File: config.mk
export PLATFORM = sky130hd
export DESIGN_NAME = qmf_ctrl
export DESIGN_NICKNAME = d
export VERILOG_FILES = /design/src/rtl/qmf_pkg.sv /design/src/rtl/qmf_frame_ctr.sv /design/src/rtl/qmf_marker_trk.sv /design/src/rtl/qmf_q_slot.sv /design/src/rtl/qmf_ctrl.sv
export SDC_FILE = /design/constraint.sdc
export NUM_CORES = 1
export LEC_CHECK = 0
export BUFFER_PORTS_ARGS = -buffer_cell sky130_fd_sc_hd__buf_2
export CAP_MARGIN = 30
export CORE_MARGIN = 2
export CORE_UTILIZATION = 35
export DETAILED_ROUTE_END_ITERATION = 6
export MAX_ROUTING_LAYER = met4
export SYNTH_ARGS = -nofsm -noshare
export SYNTH_HDL_FRONTEND = slang
export SYNTH_SLANG_ARGS = --single-unit
export TNS_END_PERCENT = 1
File: constraint.sdc
create_clock -name clk -period 4.3 [get_ports clk]
set_input_delay 0 -clock clk [delete_from_list [all_inputs] [get_ports clk]]
set_output_delay 0 -clock clk [all_outputs]
set_load 0.1 [all_outputs]
File: src/rtl/qmf_pkg.sv
package qmf_pkg;

  typedef enum logic {
    ROLE_NT = 1'b0,
    ROLE_TE = 1'b1
  } qmf_role_e;

  typedef struct packed {
    logic stb;
    logic marker;
    logic m_flag;
  } qmf_rx_evt_t;

endpackage

File: src/rtl/qmf_frame_ctr.sv
module qmf_frame_ctr #(
  parameter int SUB_LEN = 5,
  parameter int Q_SLOTS = 4,
  localparam int MF_LEN = SUB_LEN * Q_SLOTS,
  localparam int IDX_W  = $clog2(MF_LEN)
) (
  input  logic                clk,
  input  logic                rst_n,
  input  logic                clear,
  input  qmf_pkg::qmf_role_e  role,
  input  qmf_pkg::qmf_rx_evt_t evt,
  output logic [IDX_W-1:0]    idx,
  output logic                load_q
);
  import qmf_pkg::*;

  logic [IDX_W-1:0] grp, grp_sel, realigned, wrap, nxt;

  always_comb begin
    grp       = idx / IDX_W'(SUB_LEN);
    grp_sel   = (grp == '0) ? IDX_W'(1) : grp;
    realigned = grp_sel * IDX_W'(SUB_LEN) + IDX_W'(1);
    wrap      = (idx == IDX_W'(MF_LEN - 1)) ? '0 : idx + IDX_W'(1);
    if (role == ROLE_TE && evt.marker)
      nxt = evt.m_flag ? IDX_W'(1) : realigned;
    else
      nxt = wrap;
  end

  assign load_q = !clear && evt.stb && (role == ROLE_TE) && (nxt == IDX_W'(1));

  always_ff @(posedge clk or negedge rst_n) begin
    if (!rst_n)         idx <= '0;
    else if (clear)     idx <= '0;
    else if (evt.stb)   idx <= nxt;
  end

  a_r2_idx_range: assert property (@(posedge clk) disable iff (!rst_n)
    idx < IDX_W'(MF_LEN));
  a_r2_hold: assert property (@(posedge clk) disable iff (!rst_n)
    (!clear && !evt.stb) |=> $stable(idx));
  a_r1_clear: assert property (@(posedge clk) disable iff (!rst_n)
    clear |=> (idx == '0));

endmodule

File: src/rtl/qmf_marker_trk.sv
module qmf_marker_trk #(
  parameter int SUB_LEN = 5,
  localparam int GAP_W = $clog2(SUB_LEN + 1)
) (
  input  logic clk,
  input  logic rst_n,
  input  logic clear,
  input  logic evt,
  input  logic marker,
  output logic lock
);

  logic             seen;
  logic [GAP_W-1:0] gap;
  logic             on_time;

  assign on_time = (gap == GAP_W'(SUB_LEN - 1));

  always_ff @(posedge clk or negedge rst_n) begin
    if (!rst_n) begin
      lock <= 1'b0;
      seen <= 1'b0;
      gap  <= '0;
    end else if (clear) begin
      lock <= 1'b0;
      seen <= 1'b0;
      gap  <= '0;
    end else if (evt) begin
      if (marker) begin
        lock <= seen && on_time;
        seen <= 1'b1;
        gap  <= '0;
      end else begin
        if (on_time) lock <= 1'b0;
        if (gap != GAP_W'(SUB_LEN)) gap <= gap + GAP_W'(1);
      end
    end
  end

  // lock only rises on a strobe that carried a marker
  a_r5_rise_on_marker: assert property (@(posedge clk) disable iff (!rst_n)
    $rose(lock) |-> $past(evt && marker));
  // lock only falls on a strobe or on disable
  a_r6_fall_on_event: assert property (@(posedge clk) disable iff (!rst_n)
    $fell(lock) |-> $past(evt || clear));
  a_r6_gap_bound: assert property (@(posedge clk) disable iff (!rst_n)
    gap <= GAP_W'(SUB_LEN));

endmodule

File: src/rtl/qmf_q_slot.sv
module qmf_q_slot #(
  parameter int SUB_LEN = 5,
  parameter int Q_SLOTS = 4,
  localparam int MF_LEN = SUB_LEN * Q_SLOTS,
  localparam int IDX_W  = $clog2(MF_LEN),
  localparam int SLOT_W = (Q_SLOTS > 1) ? $clog2(Q_SLOTS) : 1
) (
  input  logic               clk,
  input  logic               rst_n,
  input  logic               clear,
  input  logic               active,
  input  logic               load,
  input  logic [Q_SLOTS-1:0] q_word,
  input  logic [IDX_W-1:0]   idx,
  input  logic               lock,
  output logic               q_slot,
  output logic               q_bit
);

  logic [Q_SLOTS-1:0] q_hold;
  logic [IDX_W-1:0]   phase;
  logic [SLOT_W-1:0]  sel;

  always_ff @(posedge clk or negedge rst_n) begin
    if (!rst_n)      q_hold <= '0;
    else if (clear)  q_hold <= '0;
    else if (load)   q_hold <= q_word;
  end

  always_comb begin
    phase  = idx % IDX_W'(SUB_LEN);
    sel    = SLOT_W'(idx / IDX_W'(SUB_LEN));
    q_slot = active && lock && (phase == IDX_W'(1));
    q_bit  = q_slot && q_hold[sel];
  end

  // a Q slot is only ever flagged under lock
  a_r9_slot_locked: assert property (@(posedge clk) disable iff (!rst_n)
    q_slot |-> lock);
  // the captured word moves only on a capture strobe or on disable
  a_r10_hold_stable: assert property (@(posedge clk) disable iff (!rst_n)
    (!load && !clear) |=> $stable(q_hold));

endmodule

File: src/rtl/qmf_ctrl.sv
module qmf_ctrl #(
  parameter int SUB_LEN = 5,
  parameter int Q_SLOTS = 4,
  localparam int MF_LEN = SUB_LEN * Q_SLOTS,
  localparam int IDX_W  = $clog2(MF_LEN)
) (
  input  logic               clk,
  input  logic               rst_n,
  input  logic               mf_en,
  input  logic               te_mode,
  input  logic               frame_stb,
  input  logic               rx_marker,
  input  logic               rx_m,
  input  logic [Q_SLOTS-1:0] q_word,
  output logic [IDX_W-1:0]   frame_idx,
  output logic               mf_lock,
  output logic               tx_fan_invert,
  output logic               tx_m_bit,
  output logic               q_slot,
  output logic               q_bit
);
  import qmf_pkg::*;

  qmf_role_e    role;
  qmf_rx_evt_t  evt;
  logic         clear, te_lock, load_q, te_active, nt_active;

  assign role      = te_mode ? ROLE_TE : ROLE_NT;
  assign clear     = !mf_en;
  assign te_active = mf_en && (role == ROLE_TE);
  assign nt_active = mf_en && (role == ROLE_NT);

  always_comb begin
    evt.stb    = frame_stb;
    evt.marker = rx_marker && frame_stb;
    evt.m_flag = rx_m;
  end

  qmf_frame_ctr #(.SUB_LEN(SUB_LEN), .Q_SLOTS(Q_SLOTS)) u_frame_ctr (
    .clk    (clk),
    .rst_n  (rst_n),
    .clear  (clear),
    .role   (role),
    .evt    (evt),
    .idx    (frame_idx),
    .load_q (load_q)
  );

  qmf_marker_trk #(.SUB_LEN(SUB_LEN)) u_marker_trk (
    .clk    (clk),
    .rst_n  (rst_n),
    .clear  (clear || (role != ROLE_TE)),
    .evt    (te_active && frame_stb),
    .marker (rx_marker),
    .lock   (te_lock)
  );

  qmf_q_slot #(.SUB_LEN(SUB_LEN), .Q_SLOTS(Q_SLOTS)) u_q_slot (
    .clk    (clk),
    .rst_n  (rst_n),
    .clear  (clear),
    .active (te_active),
    .load   (load_q),
    .q_word (q_word),
    .idx    (frame_idx),
    .lock   (te_lock),
    .q_slot (q_slot),
    .q_bit  (q_bit)
  );

  assign tx_fan_invert = nt_active && ((frame_idx % IDX_W'(SUB_LEN)) == '0);
  assign tx_m_bit      = nt_active && (frame_idx == '0);
  assign mf_lock       = nt_active || (te_active && te_lock);

  // the M-marked frame is always one of the inverted frames
  a_r3_m_in_invert: assert property (@(posedge clk) disable iff (!rst_n)
    tx_m_bit |-> tx_fan_invert);
  // the two transmit roles never overlap
  a_r11_roles_disjoint: assert property (@(posedge clk) disable iff (!rst_n)
    !(q_slot && tx_fan_invert));

endmodule

# Yosys cells after proc, flatten, opt, wreduce, memory -nomap -nowiden
# Cells that the tools add are included.
# classes
n_mul,1
n_eq_ne,7
bitwise,1
mux,22
n_reduce_logical,27
addsub,3
order_cmp,1
div,2
# ops
op,n
5-bit two-way mux,6
5-bit logical NOT,3
1-bit logical AND,14
3-bit two-way mux,4
"5-bit by 1-bit adder with 5-bit output, second input constant",2
"5-bit by 1-bit == test with 1-bit output, second input constant",2
1-bit two-way mux,9
4-bit two-way mux,2
2-bit AND reduction,3
3-bit nonzero test,2
"5-bit by 3-bit divider with 5-bit output, second input constant",1
"5-bit == test, second input constant",1
"5-bit by 3-bit remainder unit with 5-bit output, second input constant",1
"5-bit by 3-bit multiplier with 5-bit output, second input constant",1
"2-bit by 1-bit inequality test with 1-bit output, second input constant",2
2-bit nonzero test,2
"3-bit by 1-bit adder with 3-bit output, second input constant",1
"3-bit == test, second input constant",1
"2-bit by 3-bit < comparator with 1-bit output, second input constant",1
"3-bit inequality test, second input constant",1
1-bit binary-select mux with 2-bit select,1
1-bit logical OR,2
1-bit logical NOT,1
1-bit NOT,1
# totals
wordCells,69
output_inout_bits,10
regBits,14

# Logic depth before layout (Yosys ltp)
# Gate-level depths: netlist of run 1.
# logic_depth
depth_word,11
ltp_mapped,19

# By module
# Synthesis of run 1 repeated with hierarchy kept, for this count alone.
# unflattened
hier_cells,192
hier_area_um2,1587.8
# modules_own_cells
mod,cells_per_inst,n_inst,seq_area_each_um2,area_each_um2
qmf_frame_ctr,90,1,125.1,721.9
qmf_q_slot,49,1,100.1,409.1
qmf_marker_trk,32,1,125.1,292.8
qmf_ctrl,21,1,0.0,163.9

# Worst setup path before layout of run 1
# Ideal clock, no wire load.
# synth_timing
kind,register -> output
start,register u_frame_ctr.idx[1]
end,output tx_fan_invert
required_time_ps,4300
t_arrival_ps,6311
path_slack_ps,-2011
path_buffers,0
stages_incl_launch_ff,13
cell_sequence,dfrtp_1 -> inv_1 -> ha_1 -> a211o_1 -> nand2_1 -> ha_1 -> o21bai_1 -> or4_1 -> o221ai_2 -> a21oi_1 -> mux2i_1 -> o221a_2 -> nor4bb_1
# synth_via
elab_chain_cells,3
# synth_rtl
element,line_no,source
from (decl),qmf_frame_ctr.sv:12,"output logic [IDX_W-1:0] idx,"
from (signal assigned),qmf_frame_ctr.sv:35,else if (evt.stb) idx <= nxt;
5-bit by 3-bit remainder unit with 5-bit output,qmf_ctrl.sv:71,assign tx_fan_invert = nt_active && ((frame_idx % IDX_W'(SUB_LEN)) == '0);
5-bit logical NOT,qmf_ctrl.sv:71,
1-bit logical AND,qmf_ctrl.sv:71,
to (decl),qmf_ctrl.sv:17,"output logic tx_fan_invert,"
# Every way passes these cells.

# Worst setup path in the final report of run 1
# layout_timing
start,register u_frame_ctr.idx[1]
end,register u_q_slot.q_hold[1]
# layout_via
elab_chain_cells,10
word_cells_on_any_way,13
# layout_rtl
element,line_no,source
5-bit by 3-bit divider with 5-bit output,qmf_frame_ctr.sv:20,grp = idx / IDX_W'(SUB_LEN);
5-bit logical NOT,qmf_frame_ctr.sv:21,grp_sel = (grp == '0) ? IDX_W'(1) : grp;
5-bit two-way mux,qmf_frame_ctr.sv:21,
5-bit by 3-bit multiplier with 5-bit output,qmf_frame_ctr.sv:22,realigned = grp_sel * IDX_W'(SUB_LEN) + IDX_W'(1);
5-bit by 1-bit adder with 5-bit output,qmf_frame_ctr.sv:22,
5-bit two-way mux,qmf_frame_ctr.sv:25,nxt = evt.m_flag ? IDX_W'(1) : realigned;
5-bit two-way mux *,qmf_frame_ctr.sv:24,if (role == ROLE_TE && evt.marker)
5-bit by 1-bit == test with 1-bit output *,qmf_frame_ctr.sv:30,assign load_q = !clear && evt.stb && (role == ROLE_TE) && (nxt == IDX_W'(1));
1-bit logical AND *,qmf_frame_ctr.sv:30,
2-bit by 1-bit inequality test with 1-bit output (no source line) *,n/a,
to (signal assigned),qmf_q_slot.sv:27,else if (load) q_hold <= q_word;
to (decl),qmf_q_slot.sv:20,logic [Q_SLOTS-1:0] q_hold;
# Mark *: on every way between the ends. The rest lies on a longest branch, timed or not.
# A chain may end at the register's enable or synchronous reset.

==> results by group, run 1 <==
Placed design
  – IO buf count: 20
  – Post-detailed-placement cell area: 1750 um2
  – Post-place setup slack: 0.0932 ns
  – Routability-driven placement congestion ratio: 0.897
  – Half-perimeter wire length after placement: 3040 um
  – Count of placed standard cells including taps: 258

Die
  – Core box area: 4320 um2
  – Initial cell density of the core: 0.359
  – Die area: 4980 um2
  – Die span in x: 70.6 um
  – Num ports: 21
  – Number of standard-cell rows in the floorplan: 24
  – Die Y: 70.6 um

Synth
  – Synth top area share: 0.226
  – Number of flops mapped to enable cells by yosys: 0
  – Flip-flop and latch count after synthesis: 14
  – Summed instance area of the synthesized netlist: 1550 um2
  – Number of warnings issued by yosys: 0
  – Mapped Cells: 185
  – Syn nets: 210
  – Syn_area_per_cell: 8.39 um2
  – Dominant cell type by area after synthesis: sky130_fd_sc_hd__dfrtp_1
  – Share of the yosys chip area belonging to registers: 0.226
  – Count of distinct cell types in the synthesized netlist: 59
  – Leading post-synthesis cells by cell area: sky130_fd_sc_hd__dfrtp_1 23%, sky130_fd_sc_hd__ha_1 11%, sky130_fd_sc_hd__nand2_1 5.1%, sky130_fd_sc_hd__a21oi_1 4.2%, sky130_fd_sc_hd__nand3_1 3.2%
  – Most used flip-flop cell after synthesis: sky130_fd_sc_hd__dfrtp_1
  – Fraction of synthesis flops using an asynchronous set or reset pin: 1.00

Critical path
  – Endpoint arrival time on the critical path: 4.16 ns
  – Most frequent cell on the critical path: sky130_fd_sc_hd__ha_1
  – Total buffers and inverters traversed by the critical path: 1
  – Required time worst endpoint: 4.43 ns
  – Master of the slowest instance on the critical path: sky130_fd_sc_hd__or4_1
  – Critical path's top delay family: compound AO/OA/AOI/OAI gates
  – Peak fanout along the critical path: 8
  – Endpoint type of the worst setup path: flop
  – Setup crit start kind: flop
  – Critical Setup Path Class: reg2reg
  – Cells along the critical path: inv_1 -> ha_2 -> a211o_4 -> nand2_1 -> ha_1 -> o21bai_1 -> or4_1 -> o221ai_2 -> a22oi_4 -> nor2_2 -> ha_1 -> a21o_1 -> nand3_1 -> a211oi_1 -> a31o_2 -> o211a_4 -> and3_1 -> o21ai_1
  – CP max stage delay: 0.43 ns

STA
  – Number of max-slew violations in the final report: 0
  – Worst max-slew margin expressed relative to the limit: 0.658
  – Number of endpoints failing setup at the final stage: 0
  – Final-layout setup total negative slack: 0 ns
  – Worst-margin pin slew: 0.507 ns
  – Clock tree skew after final layout: 0.00506 ns
  – Minimum clock period after layout: 4.03 ns
  – Peak Freq: 248 MHz
  – Final hold viol count: 0
  – Hold_ws: 0.00479 ns
  – Final cycle utilization of the critical path: 0.937
  – RSZ-0062 raised after global routing: no
  – Setup slack after layout: 0.270 ns

Pwr
  – P per Cell Area: 271 nW/um2
  – Clock power share: 0.222
  – Total Power: 504 uW
  – Net switching power: 209 uW
  – Sequential group share of total power: 0.288
  – Worst vdd rail ir drop: 0.176 mV
  – LEAKAGE: 0.846 nW
  – Combinational fraction of design power: 0.491
  – Sw Share: 0.415
  – Cell internal pwr: 295 uW

Clock network
  – Count of clock tree sinks: 14
  – H-tree level count: 1
  – Clk Tree Root Cell: sky130_fd_sc_hd__clkbuf_8
  – Skew-Pair Late Insertion Delay: 0.25 ns
  – Num CTS Buffers: 3
  – Number of buffers between clock root and the deepest sink: 2
  – Reg clk slew, reported paths: 0.06 ns
  – Clock tree from TritonCTS: yes

Detailed routing
  – Initial DRC Count: 116
  – Via count of the routed design: 1,457
  – WL per Instance: 14.7 um
  – Total wire length after detailed routing: 3910 um
  – Number of remaining DRC errors: 0
  – Number of routed nets with antenna violations: 0
  – Via/cell ratio: 5.48
  – Pre-antenna DRT Iters: 5

Layout
  – Layout area overhead: 20.1%
  – Post-route non-filler standard cell count: 266
  – Final standard cell utilization of the core: 0.431
  – Final instance area: 1860 um2
  – Proportion of layout cells with a drive suffix above 1: 0.280
  – N_diodes: 0
  – Nets: 240

Global routing
  – Pin count of the biggest net entering global routing: 19
  – Total routing resource utilization after global routing: 0.169
  – Wire length of the first global-routing pass: 6730 um
  – Antenna violations before repair: 0
  – Total congestion overflow after global routing: 0
  – Via count of the first global-routing pass: 1,391

Run status
  – Status: finished clean

Run
  – Max-cap violation count: 0

Min path
  – Type of the worst min-delay path: in2reg
==> worst register-to-register path, delay by kind of cell, from the launching register on <==
kind                       cells  cell delay, ns
AOI/OAI and AO/OA              9            1.77
and+or+nand+nor                5            0.95
adders and majority gates      3            0.66
DFF                            1            0.42
buffers and inverters          1            0.11
==> power by group through the flow <==
stage / clock, mW / sequential [mW] / combinational [mW]
floorplan: 0 / 0.174 / 0.157
global placement: 0 / 0.148 / 0.238
detailed placement: 0 / 0.148 / 0.236
CTS: 0.115 / 0.145 / 0.239
global route: 0.121 / 0.146 / 0.269
finish: 0.112 / 0.145 / 0.247
==> per-layer routing <==
layer	routed length [um]	part of all wire	GRT usage	vias to the layer above
met5	0	0	-	-
met3	123	0.031	0.0299	4
met4	49	0.013	0.0356	0
li1	-	-	-	748
met2	1770	0.45	0.263	27
met1	1960	0.50	0.232	678
==> worst paths after layout <==
| path | cells after the start | end | from | slack [ns] |
|---|---|---|---|---|
| setup reg to reg | 18 | u_q_slot.q_hold[1] | u_frame_ctr.idx[1] | 0.27 |
| max in group asynchronous | 2 | u_frame_ctr.idx[0] | rst_n | 3.86 |
| hold reg to reg | 2 | u_marker_trk.seen | u_marker_trk.seen | 0.49 |
| min in group asynchronous | 2 | u_marker_trk.gap[2] | rst_n | 0.18 |
| setup / recovery | 18 | u_q_slot.q_hold[1] | u_frame_ctr.idx[1] | 0.27 |
| hold / removal | 3 | u_q_slot.q_hold[1] | q_word[1] | 0.005 |
==> cell usage after synthesis, drive strengths merged, types with 2 or more instances <==
master  instances
xor2            2
clkbuf          2
nand2          21
nand3          10
or2             3
a21boi          2
nor2           11
a211o           2
a21o            3
ha             14
a21oi          13
nand4           4
nor3            4
mux2i           2
and3            5
or3             2
o21a            2
a211oi          4
o211ai          2
buf             4
dfrtp          14
xnor2           3
and2            4
o211a           5
inv             9
o21ai          10
a22oi           4
o21bai          3
==> sequential cells by signal (all words and copies together) (netlist names) <==
register	cells
u_marker_trk.seen	1
u_q_slot.q_hold	4
u_marker_trk.lock	1
u_frame_ctr.idx	5
u_marker_trk.gap	3
==> layout make-up <==
type / count / area (um2)
clock buffer: 4 / 45.0
fill: 446 / 2460
inverter: 9 / 33.8
multi-input combinational: 156 / 1180
sequential: 14 / 355
tap: 52 / 65.1
timing repair buffer: 31 / 188
==> what timing repair did <==
item                       4_1_cts  5_1_grt
buffers inserted                 0        2
setup endpoints to repair        0        4
hold endpoints to repair        15        0
hold buffers                     2        0
gates resized for setup          0        6
==> cell families after synthesis <==
family / Yosys count / share of synthesized area
multiplexers: 3 / 0.0274
AND/OR/NAND/NOR: 73 / 0.244
adder cells (fa/ha/maj): 14 / 0.113
flip-flops: 14 / 0.226
XOR/XNOR: 5 / 0.0282
buffers and inverters: 15 / 0.0484
AO/OA/AOI/OAI: 61 / 0.314
==> cells in the final DEF, fill, tap and decap left out, types with 2 or more instances in the layout <==
cell and instances:
sky130_fd_sc_hd__inv_1 9, sky130_fd_sc_hd__nor3_1 4, sky130_fd_sc_hd__nand3_1 10, sky130_fd_sc_hd__a211oi_1 3, sky130_fd_sc_hd__dfrtp_2 4, sky130_fd_sc_hd__o211a_1 4
sky130_fd_sc_hd__a21boi_0 2, sky130_fd_sc_hd__o21a_1 2, sky130_fd_sc_hd__a21oi_1 13, sky130_fd_sc_hd__xnor2_1 3, sky130_fd_sc_hd__clkbuf_8 3, sky130_fd_sc_hd__or2_2 3
sky130_fd_sc_hd__a22oi_1 2, sky130_fd_sc_hd__o21ai_1 4, sky130_fd_sc_hd__ha_1 13, sky130_fd_sc_hd__nor2_1 10, sky130_fd_sc_hd__buf_4 9, sky130_fd_sc_hd__nand2_1 21
sky130_fd_sc_hd__o21bai_1 3, sky130_fd_sc_hd__dfrtp_1 10, sky130_fd_sc_hd__a21o_1 3, sky130_fd_sc_hd__and2_1 2, sky130_fd_sc_hd__buf_2 20, sky130_fd_sc_hd__or3_1 2
sky130_fd_sc_hd__o21ai_0 6, sky130_fd_sc_hd__dlygate4sd3_1 2, sky130_fd_sc_hd__nand4_1 4, sky130_fd_sc_hd__mux2i_1 2, sky130_fd_sc_hd__and3_1 4
Power figures use the tool's default switching activity.
==> run 2, diff against run 1 <==
==> constraint.sdc (replaced) <==
create_clock -name clk -period 4.9 [get_ports clk]
set_input_delay 0 -clock clk [delete_from_list [all_inputs] [get_ports clk]]
set_output_delay 0 -clock clk [all_outputs]
set_load 0.1 [all_outputs]
==> run 2 against run 1 <==
  * Flip-flop and latch count unchanged
  * Routed wire length shrank 1.0%
  * Register-to-register slack improved by 0.22 ns
  * Hold slack better by 0.0022 ns
  * First-iteration DRC count down 21%
==> results by group, run 2 (synthesis gave the netlist of run 1 again) <==
Run status
  – Status: finished clean

Clock network
  – Clock tree from TritonCTS: yes
  – Post-cts hold buffer count: 2
  – Clk Tree Root Cell: sky130_fd_sc_hd__clkbuf_8
  – Reg clk slew, reported paths: 0.06 ns
  – H-tree level count: 1
  – Skew-Pair Late Insertion Delay: 0.25 ns
  – Count of clock tree sinks: 14
  – Resized Gates After CTS: 0
  – Num CTS Buffers: 3
  – Number of buffers between clock root and the deepest sink: 2
  – Post-CTS Repair Setup Buffers: 0

Die
  – Core box area: 4320 um2
  – Die span in x: 70.6 um
  – Num ports: 21
  – Number of standard-cell rows in the floorplan: 24
  – Initial cell density of the core: 0.359
  – Die area: 4980 um2
  – Die Y: 70.6 um

Global routing
  – Antenna violations before repair: 0
  – Total routing resource utilization after global routing: 0.164
  – Total congestion overflow after global routing: 0
  – Pin count of the biggest net entering global routing: 19
  – Wire length of the first global-routing pass: 6560 um
  – Via count of the first global-routing pass: 1,302

Critical path
  – Endpoint arrival time on the critical path: 4.53 ns
  – Launch point of the worst path: u_frame_ctr.idx[1]
  – Master of the slowest instance on the critical path: sky130_fd_sc_hd__dfrtp_1
  – Peak fanout along the critical path: 10
  – CP max stage delay: 0.54 ns
  – Required time worst endpoint: 5.03 ns
  – Register-to-Register Path Depth: 17
  – Endpoint type of the worst setup path: flop
  – Setup crit start kind: flop
  – FF-to-FF Start: u_frame_ctr.idx[1]
  – Most frequent cell on the critical path: sky130_fd_sc_hd__ha_1
  – Critical Setup Path Class: reg2reg
  – Cells along the critical path: inv_1 -> ha_1 -> a211o_1 -> nand2_1 -> ha_1 -> o21bai_1 -> or4_1 -> o221ai_2 -> a22oi_4 -> nand2_1 -> ha_1 -> ha_1 -> a22oi_1 -> nand2_1 -> nor3_1 -> and3_1 -> o21ai_1

Detailed routing
  – Initial DRC Count: 92
  – WL per Instance: 14.9 um
  – Number of routed nets with antenna violations: 0
  – Via/cell ratio: 5.62
  – Total wire length after detailed routing: 3870 um
  – Via count of the routed design: 1,460
  – Pre-antenna DRT Iters: 4
  – Number of remaining DRC errors: 0

Placed design
  – Post-detailed-placement cell area: 1710 um2
  – Half-perimeter wire length after placement: 3120 um
  – IO buf count: 20
  – Routability-driven placement congestion ratio: 0.862

Layout
  – Final standard cell utilization of the core: 0.413
  – Biggest registers after layout: u_frame_ctr.idx (5), u_q_slot.q_hold (4), u_marker_trk.gap (3)
  – Sequential cell area: 350 um2
  – Layout area overhead: 15.2%
  – Multi-input gate area: 1140 um2
  – Final instance area: 1790 um2
  – Commonest non-fill, non-tap cell in the layout: sky130_fd_sc_hd__nand2_1
  – Count of filler cells inserted in the layout: 448
  – Top reg by flops: u_frame_ctr.idx
  – Proportion of layout cells with a drive suffix above 1: 0.216
  – N_diodes: 0
  – Nets: 234
  – Most used cells in the layout excluding fill and tap cells: 21 x sky130_fd_sc_hd__nand2_1, 20 x sky130_fd_sc_hd__buf_2, 14 x sky130_fd_sc_hd__ha_1, 14 x sky130_fd_sc_hd__dfrtp_1, 13 x sky130_fd_sc_hd__a21oi_1
  – Flip-flop count of the largest register, all copies and words added: 5

STA
  – RSZ-0062 raised after global routing: no
  – Final-layout setup total negative slack: 0 ns
  – Final cycle utilization of the critical path: 0.899
  – Peak Freq: 227 MHz
  – Number of max-slew violations in the final report: 0
  – Minimum clock period after layout: 4.41 ns
  – Final hold viol count: 0
  – Number of endpoints failing setup at the final stage: 0
  – Clock tree skew after final layout: 0.00307 ns
  – Worst max-slew margin expressed relative to the limit: 0.581
  – Worst-margin pin slew: 0.622 ns

Pwr
  – LEAKAGE: 0.829 nW
  – Total Power: 447 uW
  – Worst vdd rail ir drop: 0.159 mV
  – P per Cell Area: 250 nW/um2

Min path
  – Type of the worst min-delay path: in2reg
  – Number of cells traversed by the worst hold path: 3
  – Hold path startpoint: q_word[2]

Run
  – Max-cap violation count: 0
-- run 2: routing by layer --
layer,global-route usage,vias up,share of wire
met4,0.0335,0,0.017
li1,-,744,-
met5,-,-,0
met2,0.247,32,0.44
met1,0.234,678,0.51
met3,0.0271,6,0.033
-- run 2: area by class of cell --
type,instances,area share
sequential,14,0.196
clock buffer,4,0.0308
timing repair buffer,25,0.0798
inverter,9,0.0189
tap,52,0.0364
multi-input combinational,156,0.638
-- run 2: final timing paths --
| kind | endpoint | slack, ns |
|---|---|---|
| min in group asynchronous | u_marker_trk.lock | 0.18 |
| max in group asynchronous | u_frame_ctr.idx[0] | 4.46 |
| worst max-delay path | u_q_slot.q_hold[0] | 0.49 |
| worst min register to register | u_marker_trk.seen | 0.49 |
| worst min-delay path | u_q_slot.q_hold[2] | 0.007 |
| worst max register to register | u_q_slot.q_hold[0] | 0.49 |
-- run 2: worst max-delay path: cells and delay by family (launching register included) --
kind | cells | cell delay (ns)
buffers and inverters | 1 | 0.17
AND/OR/NAND/NOR | 6 | 1.42
flip-flops | 1 | 0.54
AO/OA/AOI/OAI | 6 | 1.15
adder cells (fa/ha/maj) | 4 | 1.01
-- run 2: where the power goes --
| group | internal, mW | switching [mW] |
|---|---|---|
| clock | 0.0712 | 0.0432 |
| sequential | 0.121 | 0.00693 |
| combinational | 0.0716 | 0.133 |
| total | 0.264 | 0.183 |
-- run 2: stage by stage --
step,setup WS [ns],cells,hold WS [ns]
floorplan,0.275,185,-0.296
global placement,0.669,254,-0.0784
detailed placement,0.570,254,-0.0760
CTS,0.547,260,0.00629
global route,0.0881,260,0.0241
finish,0.495,260,0.00702
